==> src/rtl/vsd_pkg.sv <==
package vsd_pkg;

    // Preamble search states
    typedef enum logic [1:0] {
        ST_HUNT  = 2'd0,
        ST_ONES  = 2'd1,
        ST_ZERO1 = 2'd2,
        ST_ZERO2 = 2'd3
    } trs_state_e;

endpackage

==> src/rtl/vsd_clip.sv <==
module vsd_clip #(
    parameter int W         = 10,
    parameter int CLIP_BITS = 2
) (
    input  logic [W-1:0] din,
    output logic [W-1:0] dout
);
    localparam int UW = W - CLIP_BITS;

    logic [UW-1:0] upper;
    assign upper = din[W-1:CLIP_BITS];

    always_comb begin
        if (upper == '0) begin
            dout = '0;
        end else if (upper == '1) begin
            dout = '1;
        end else begin
            dout = din;
        end
    end
endmodule

==> src/rtl/vsd_fsm.sv <==
module vsd_fsm
    import vsd_pkg::*;
#(
    parameter int W        = 10,
    parameter int FLAG_BIT = 6
) (
    input  logic         clk,
    input  logic         rst_n,
    input  logic         det_en,
    input  logic [W-1:0] cword,
    output logic         hit,
    output logic         hit_eav
);
    localparam logic [W-1:0] ONES_CODE = '1;
    localparam logic [W-1:0] ZERO_CODE = '0;

    trs_state_e state, state_nx;

    // State register
    always_ff @(posedge clk or negedge rst_n) begin
        if (!rst_n) begin
            state <= ST_HUNT;
        end else begin
            state <= state_nx;
        end
    end

    // Next state
    always_comb begin
        state_nx = ST_HUNT;
        if (!det_en) begin
            state_nx = ST_HUNT;
        end else if (cword == ONES_CODE) begin
            state_nx = ST_ONES;
        end else begin
            unique case (state)
                ST_HUNT:  state_nx = ST_HUNT;
                ST_ONES:  state_nx = (cword == ZERO_CODE) ? ST_ZERO1 : ST_HUNT;
                ST_ZERO1: state_nx = (cword == ZERO_CODE) ? ST_ZERO2 : ST_HUNT;
                ST_ZERO2: state_nx = ST_HUNT;
                default:  state_nx = ST_HUNT;
            endcase
        end
    end

    // Outputs of the machine
    always_comb begin
        hit     = det_en && (state == ST_ZERO2);
        hit_eav = cword[FLAG_BIT];
    end

    AST_DISABLED_HUNT: assert property (@(posedge clk) disable iff (!rst_n)
        !det_en |=> (state == ST_HUNT));
endmodule

==> src/rtl/vsd_outreg.sv <==
module vsd_outreg #(
    parameter int W = 10
) (
    input  logic         clk,
    input  logic         rst_n,
    input  logic         det_en,
    input  logic [W-1:0] cword,
    input  logic         hit,
    input  logic         hit_eav,
    output logic [W-1:0] word_q,
    output logic         trs_q,
    output logic         sav_q,
    output logic         eav_q,
    output logic         act_q
);
    always_ff @(posedge clk or negedge rst_n) begin
        if (!rst_n) begin
            word_q <= '0;
            trs_q  <= 1'b0;
            sav_q  <= 1'b0;
            eav_q  <= 1'b0;
            act_q  <= 1'b0;
        end else begin
            word_q <= cword;
            trs_q  <= hit;
            sav_q  <= hit && !hit_eav;
            eav_q  <= hit && hit_eav;
            if (!det_en) begin
                act_q <= 1'b0;
            end else if (hit) begin
                act_q <= !hit_eav;
            end
        end
    end

    AST_ACT_RISE: assert property (@(posedge clk) disable iff (!rst_n)
        $rose(act_q) |-> sav_q);
    AST_ACT_FALL: assert property (@(posedge clk) disable iff (!rst_n)
        $fell(act_q) |-> (eav_q || $past(!det_en)));
endmodule

==> src/rtl/vid_sync_detect.sv <==
module vid_sync_detect #(
    parameter int W         = 10,
    parameter int CLIP_BITS = 2,
    parameter int FLAG_BIT  = 6
) (
    input  logic         clk,
    input  logic         rst_n,
    input  logic         det_en_n,
    input  logic [W-1:0] word_i,
    output logic [W-1:0] word_o,
    output logic         trs_o,
    output logic         sav_o,
    output logic         eav_o,
    output logic         active_o
);
    localparam logic [W-1:0] LOW_TOP  = W'((1 << CLIP_BITS) - 1);
    localparam logic [W-1:0] HIGH_BOT = ~LOW_TOP;

    logic [W-1:0] cword;
    logic         det_en;
    logic         hit;
    logic         hit_eav;

    assign det_en = !det_en_n;

    vsd_clip #(.W(W), .CLIP_BITS(CLIP_BITS)) u_clip (
        .din  (word_i),
        .dout (cword)
    );

    vsd_fsm #(.W(W), .FLAG_BIT(FLAG_BIT)) u_fsm (
        .clk     (clk),
        .rst_n   (rst_n),
        .det_en  (det_en),
        .cword   (cword),
        .hit     (hit),
        .hit_eav (hit_eav)
    );

    vsd_outreg #(.W(W)) u_out (
        .clk     (clk),
        .rst_n   (rst_n),
        .det_en  (det_en),
        .cword   (cword),
        .hit     (hit),
        .hit_eav (hit_eav),
        .word_q  (word_o),
        .trs_q   (trs_o),
        .sav_q   (sav_o),
        .eav_q   (eav_o),
        .act_q   (active_o)
    );

    AST_CLIP_LOW: assert property (@(posedge clk) disable iff (!rst_n)
        (word_i <= LOW_TOP) |=> (word_o == '0));
    AST_CLIP_HIGH: assert property (@(posedge clk) disable iff (!rst_n)
        (word_i >= HIGH_BOT) |=> (word_o == '1));
    AST_PASS_MID: assert property (@(posedge clk) disable iff (!rst_n)
        (word_i > LOW_TOP && word_i < HIGH_BOT) |=> (word_o == $past(word_i)));
    AST_TRS_PREAMBLE: assert property (@(posedge clk) disable iff (!rst_n)
        trs_o |-> ($past(word_o, 1) == '0 && $past(word_o, 2) == '0
                   && $past(word_o, 3) == '1));
    AST_KIND_NEEDS_TRS: assert property (@(posedge clk) disable iff (!rst_n)
        (sav_o || eav_o) |-> (trs_o && !(sav_o && eav_o)));
    AST_EAV_BIT: assert property (@(posedge clk) disable iff (!rst_n)
        trs_o |-> (eav_o == word_o[FLAG_BIT]));
    AST_FLAGS_OFF: assert property (@(posedge clk) disable iff (!rst_n)
        det_en_n |=> !(trs_o || sav_o || eav_o || active_o));
endmodule

==> config.mk <==
export PLATFORM = sky130hd
export DESIGN_NAME = vid_sync_detect
export DESIGN_NICKNAME = d
export VERILOG_FILES = /design/src/rtl/vsd_pkg.sv /design/src/rtl/vsd_clip.sv /design/src/rtl/vsd_fsm.sv /design/src/rtl/vsd_outreg.sv /design/src/rtl/vid_sync_detect.sv
export SDC_FILE = /design/constraint.sdc
export NUM_CORES = 1
export LEC_CHECK = 0
export ABC_AREA = 1
export CORE_MARGIN = 5
export CORE_UTILIZATION = 43
export CTS_BUF_LIST = sky130_fd_sc_hd__clkbuf_8
export DETAILED_ROUTE_END_ITERATION = 8
export PLACE_DENSITY_LB_ADDON = 0.2
export SLEW_MARGIN = 20
export SYNTH_ARGS = -nofsm -noshare
export SYNTH_HDL_FRONTEND = slang
export SYNTH_HIERARCHICAL = 1
export SYNTH_SLANG_ARGS = --single-unit
export TNS_END_PERCENT = 50
==> constraint.sdc <==
create_clock -name clk -period 1.25 [get_ports clk]
set_input_delay 0.3125 -clock clk [delete_from_list [all_inputs] [get_ports clk]]
set_output_delay 0.3125 -clock clk [all_outputs]
set_load 0.01 [all_outputs]
### After elaboration in Yosys (flattened, before gate mapping)

Cells that the tools add are included.

| word-level totals | value |
|---|---|
| bits in registers | 16 |
| input port bits | 13 |
| output and inout bits | 14 |
| word-level logic and storage cells | 30 |

| operators by class | value |
|---|---|
| eq/ne operators | 5 |
| muxes and demuxes | 9 |
| reductions and logical operators | 10 |

Operators by type and width:

| cell | count |
|---|---|
| $mux W10 | 2 |
| $eq A10 B10 Y1 const B | 1 |
| $logic_not A10 Y1 | 1 |
| $eq A8 B8 Y1 const B | 1 |
| $logic_not A8 Y1 | 1 |
| $mux W2 | 4 |
| $pmux W2 S3 | 1 |
| $eq A2 B2 Y1 const B | 2 |
| $logic_and A1 B1 Y1 | 3 |
| $eq A2 B1 Y1 const B | 1 |
| $logic_not A1 Y1 | 2 |
| $logic_not A2 Y1 | 1 |
| $mux W1 | 2 |
| $reduce_bool A2 Y1 | 1 |
| $reduce_or A2 Y1 | 1 |

### Logic depth before layout (Yosys ltp)

| logic depth | value |
|---|---|
| word-level depth | 8 |
| gate-level depth with buffers | 8 |
| depth with buffers taken out | 8 |

### Cells and area by module

Netlist, hierarchy kept.

Modules (own cells, without submodules):

| module | times used | cells an instance | area an instance (µm²) | seq. area each (µm²) |
|---|---|---|---|---|
| vsd_outreg | 1 | 21 | 376.6 | 350.3 |
| vsd_fsm | 1 | 30 | 185.2 | 50.0 |
| vsd_clip | 1 | 26 | 100.1 | 0.0 |
| vid_sync_detect | 1 | 1 | 3.8 | 0.0 |

### Least setup slack after synthesis

Ideal clock, no wire load.

| path | value |
|---|---|
| kind | input-to-reg |
| start | in word_i[4] |
| end | reg u_fsm.state[0] |
| setup time | 0.073 ns |
| arrival | 1.040 ns |
| data required time | 1.177 ns |
| setup slack | 0.137 ns |
| cell stages on the path | 8 |
| buffers on the path | 0 |
| cell sequence | nor2_1 > nand2_1 > nor2_1 > a21oi_1 > nor2_1 > and2_1 > nand3_2 > a21oi_2 |

| between the ends | value |
|---|---|
| longest elaborated chain between the ends | 8 |
| elaborated cells between the ends (all ways) | 10 |
| those cells by class | 2 x eq/ne; 6 x mux; 2 x reduce/logical |

RTL lines:

| element | line | text |
|---|---|---|
| from (decl) | vid_sync_detect.sv:9 | `input logic [W-1:0] word_i,` |
| $eq A8 B8 Y1 | vsd_clip.sv:16 | `end else if (upper == '1) begin` |
| $mux W10 | vsd_clip.sv:16 |  |
| $mux W10 * | vsd_clip.sv:14 | `if (upper == '0) begin` |
| named net cword[1] | vid_sync_detect.sv:19 | `logic [W-1:0] cword;` |
| $logic_not A10 Y1 | vsd_fsm.sv:39 | `ST_ZERO1: state_nx = (cword == ZERO_CODE) ? ST_ZERO2 : ST_HUNT;` |
| $mux W2 | vsd_fsm.sv:39 |  |
| $pmux W2 S3 | vsd_fsm.sv:36 | `unique case (state)` |
| $mux W2 * | vsd_fsm.sv:33 | `end else if (cword == ONES_CODE) begin` |
| $mux W2 * | vsd_fsm.sv:31 | `if (!det_en) begin` |
| named net u_fsm.state_nx[0] | vsd_fsm.sv:17 | `trs_state_e state, state_nx;` |
| to (signal assigned) | vsd_fsm.sv:24 | `state <= state_nx;` |
| to (decl) | vsd_fsm.sv:17 |  |

Mark *: on every way through the listed nets, which the timed path passes. The rest lies on a longest branch.
A chain may end at the register's enable or synchronous reset.

### Worst setup path after layout

| path | value |
|---|---|
| start | in word_i[9] |
| end | reg u_fsm.state[0] |

Same word-level chain as after synthesis.

==> results.py <==
metrics = {
    "status": {
        "outcome": "completed",
    },
    "finish": {
        "drive_above_1_share": 0.286,
        "seqCellArea_um2": 400,
        "fill_cells": 139,
        "fin_nets": 126,
        "antenna-diode-count": 0,
        "layout.cells.most_common_list": "19 x sky130_fd_sc_hd__nand2_1, 16 x sky130_fd_sc_hd__nor2_1, 16 x sky130_fd_sc_hd__dfrtp_1",
        "multi_input_comb_area_um2": 216,
        "flow.area_growth_from_synthesis_pct": 54.5,
        "layout.cells.most_common": "sky130_fd_sc_hd__nand2_1",
    },
    "drt": {
        "route.vias.total": 573,
        "avgViaCountPerCell": 4.48,
        "ant_nets": 0,
        "drt_iter0_markers": 6,
        "drt_pre_antenna_iters": 2,
        "remaining_drc_errors": 0,
        "average_detailed_routed_wire_length_per_instance_um": 11.0,
        "detail_route.wirelength_um": 1410,
    },
    "logic_synthesis": {
        "mappedNetlistNets": 91,
        "ys_seq_elements": 16,
        "post-synth-top-area-fraction": 0.602,
        "yosys.cell_types.count": 14,
        "ys_seq_area_frac": 0.602,
        "synthesis.area_um2": 666,
        "synth_largest_area_cell": "sky130_fd_sc_hd__dfrtp_1",
        "ys_top_cells_by_area": "sky130_fd_sc_hd__dfrtp_1 60%, sky130_fd_sc_hd__nand2_1 11%, sky130_fd_sc_hd__nor2_1 10%",
        "synth_warnings": 6,
        "syn-mean-instance-area_um2": 8.53,
        "syn_inst": 78,
    },
    "clocking": {
        "ctsLongestPathBuffers": 2,
        "clock_sinks": 16,
        "clk_transition_reported_paths_ns": 0.06,
        "numCtsBuffers": 3,
        "cts-root-buf": "sky130_fd_sc_hd__clkbuf_8",
        "cts_hold_buffers": 0,
        "tritoncts": "yes",
        "clk-insertion-delay-late_ns": 0.24,
        "clock_tree.htree_level_count": 1,
    },
    "die": {
        "floorplan.die_area_um2": 2430,
        "die_h_um": 49.3,
        "die-width_um": 49.3,
        "core_area_um2": 1490,
        "core.rowCount": 14,
        "start_util": 0.447,
        "pin_count": 27,
    },
    "pwr": {
        "power.leakage_uw": 0.000534,
        "powerDensity_nw_per_um2": 1090,
        "ir_drop_uv": 627,
    },
    "sta": {
        "slew_violations": 0,
        "final_period_minus_worst_setup_slack_ns": 1.21,
        "layout_worst_path_cycle_share": 0.970,
        "setup_tns_ns": 0,
        "setup_viol_count_final": 0,
        "worstMarginPinSlew_ns": 0.186,
        "max_freq_mhz": 825,
        "timing.max_slew.rel_slack": 0.875,
        "setup_ws_ns": 0.0380,
        "finClkSkew_ns": 0.00113,
        "finalHoldViolations": 0,
    },
    "grt": {
        "grt.met2_usage": 0.221,
        "busiest_layer": "met2",
        "met3_usage": 0.0153,
        "grt_start_max_net_pins": 17,
        "antenna_found_initial": 0,
        "globalRouteMet1Util": 0.127,
        "grt_usage": 0.122,
        "global_route_wire_length_before_repair_um": 2280,
        "grt-ovfl-total": 0,
        "first_global_vias": 555,
    },
    "setup_path": {
        "critPathLaunchType": "input pin",
        "critical_path_required_ns": 1.42,
        "cp_max_fo": 3,
        "worstSetupEndpointType": "flop",
        "critical_path_arrival_ns": 1.38,
        "critPathKind": "input pin to flop",
    },
    "placement": {
        "dp_hpwl_um": 1060,
        "io_buffers": 26,
        "place_worst_setup_slack_ns": -0.508,
        "gp_congestion": 0.749,
    },
    "min_path": {
        "hp_class": "input pin to flop",
    },
    "flow_run": {
        "max_cap_violations": 0,
    },
}
[cells in the mapped netlist]
| master | count |
|---|---|
| sky130_fd_sc_hd__a21oi_1 | 2 |
| sky130_fd_sc_hd__a21oi_2 | 1 |
| sky130_fd_sc_hd__and2_1 | 1 |
| sky130_fd_sc_hd__buf_4 | 1 |
| sky130_fd_sc_hd__clkbuf_1 | 8 |
| sky130_fd_sc_hd__dfrtp_1 | 16 |
| sky130_fd_sc_hd__inv_1 | 7 |
| sky130_fd_sc_hd__nand2_1 | 19 |
| sky130_fd_sc_hd__nand3_2 | 1 |
| sky130_fd_sc_hd__nor2_1 | 18 |
| sky130_fd_sc_hd__nor2_2 | 1 |
| sky130_fd_sc_hd__nor3_1 | 1 |
| sky130_fd_sc_hd__nor3_2 | 1 |
| sky130_fd_sc_hd__or2_1 | 1 |
[layout make-up]
cell class              instances  area share
flip-flops and latches         16       0.389
repair buffers                 39       0.302
multi-input cells              46       0.210
clock buffers                   4      0.0535
inverters                       7      0.0255
well taps                      16      0.0195
[routing by layer]
| layer | up-vias | wire (um) |
|---|---|---|
| met4 | 0 | 28 |
| met2 | 20 | 736 |
| met1 | 256 | 515 |
| li1 | 295 | - |
| met5 | - | 0 |
| met3 | 2 | 127 |
[report_power, final]
part	internal, uW	leakage, uW	switching (uW)
sequential	535	0.000200	3.71
clock	279	0.0000288	159
combinational	76.0	0.000305	67.2
total	889	0.000534	229
[metrics by stage]
stage          hold slack, ns  std cells  power, uW  instance area, um^2   util
6_report                0.311        128       1120                 1030  0.691
5_1_grt                 0.318        128       1170                 1030  0.691
4_1_cts                 0.391        128       1130                 1040  0.701
3_5_place_dp            0.499        123        710                  998  0.671
3_3_place_gp            0.486        123        706                  998  0.671
2_1_floorplan          0.0169         78        598                  666      -
[registers in the layout, summed over array words and instances, names as in the netlist]
name	count
u_out/word_q	10
u_fsm/state	2
u_out/act_q	1
u_out/eav_q	1
u_out/sav_q	1
u_out/trs_q	1
[path summary, 6_finish.rpt]
kind | start | end | slack (ns) | depth (start not counted)
min in group asynchronous | rst_n | u_out/eav_q | 0.38 | 2
min | word_i[5] | u_out/word_q[5] | 0.31 | 2
min reg2reg | u_out/act_q | u_out/act_q | 0.50 | 2
max in group asynchronous | rst_n | u_out/word_q[6] | 0.69 | 2
max | word_i[9] | u_fsm/state[0] | 0.04 | 9
max reg2reg | u_fsm/state[1] | u_out/act_q | 0.34 | 5
[logic make-up (layout without fill, tap and decap cells)]
kind of cell	count (synthesis)	in the layout	share of synthesized area
AO/OA/AOI/OAI	3	3	0.0282
flip-flops	16	16	0.601
AND/OR/NAND/NOR	43	43	0.274
buffers and inverters	16	50	0.0959
[critical path, cell delays in order]
cell and delay (ns):
sky130_fd_sc_hd__clkdlybuf4s15_1 0.19, sky130_fd_sc_hd__nor2_1 0.11, sky130_fd_sc_hd__nand2_1 0.07, sky130_fd_sc_hd__nor2_2 0.15, sky130_fd_sc_hd__a21oi_2 0.07, sky130_fd_sc_hd__nor2_1 0.11, sky130_fd_sc_hd__and2_4 0.15, sky130_fd_sc_hd__nand3_2 0.07
sky130_fd_sc_hd__a21oi_2 0.14
[repair_timing]
action / in CTS / in global routing
setup endpoints to repair: 16 / 3
resized for setup: 25 / 16
pin swaps: 2 / 9
buffers inserted: 1 / 0
Power figures use the tool's default switching activity.
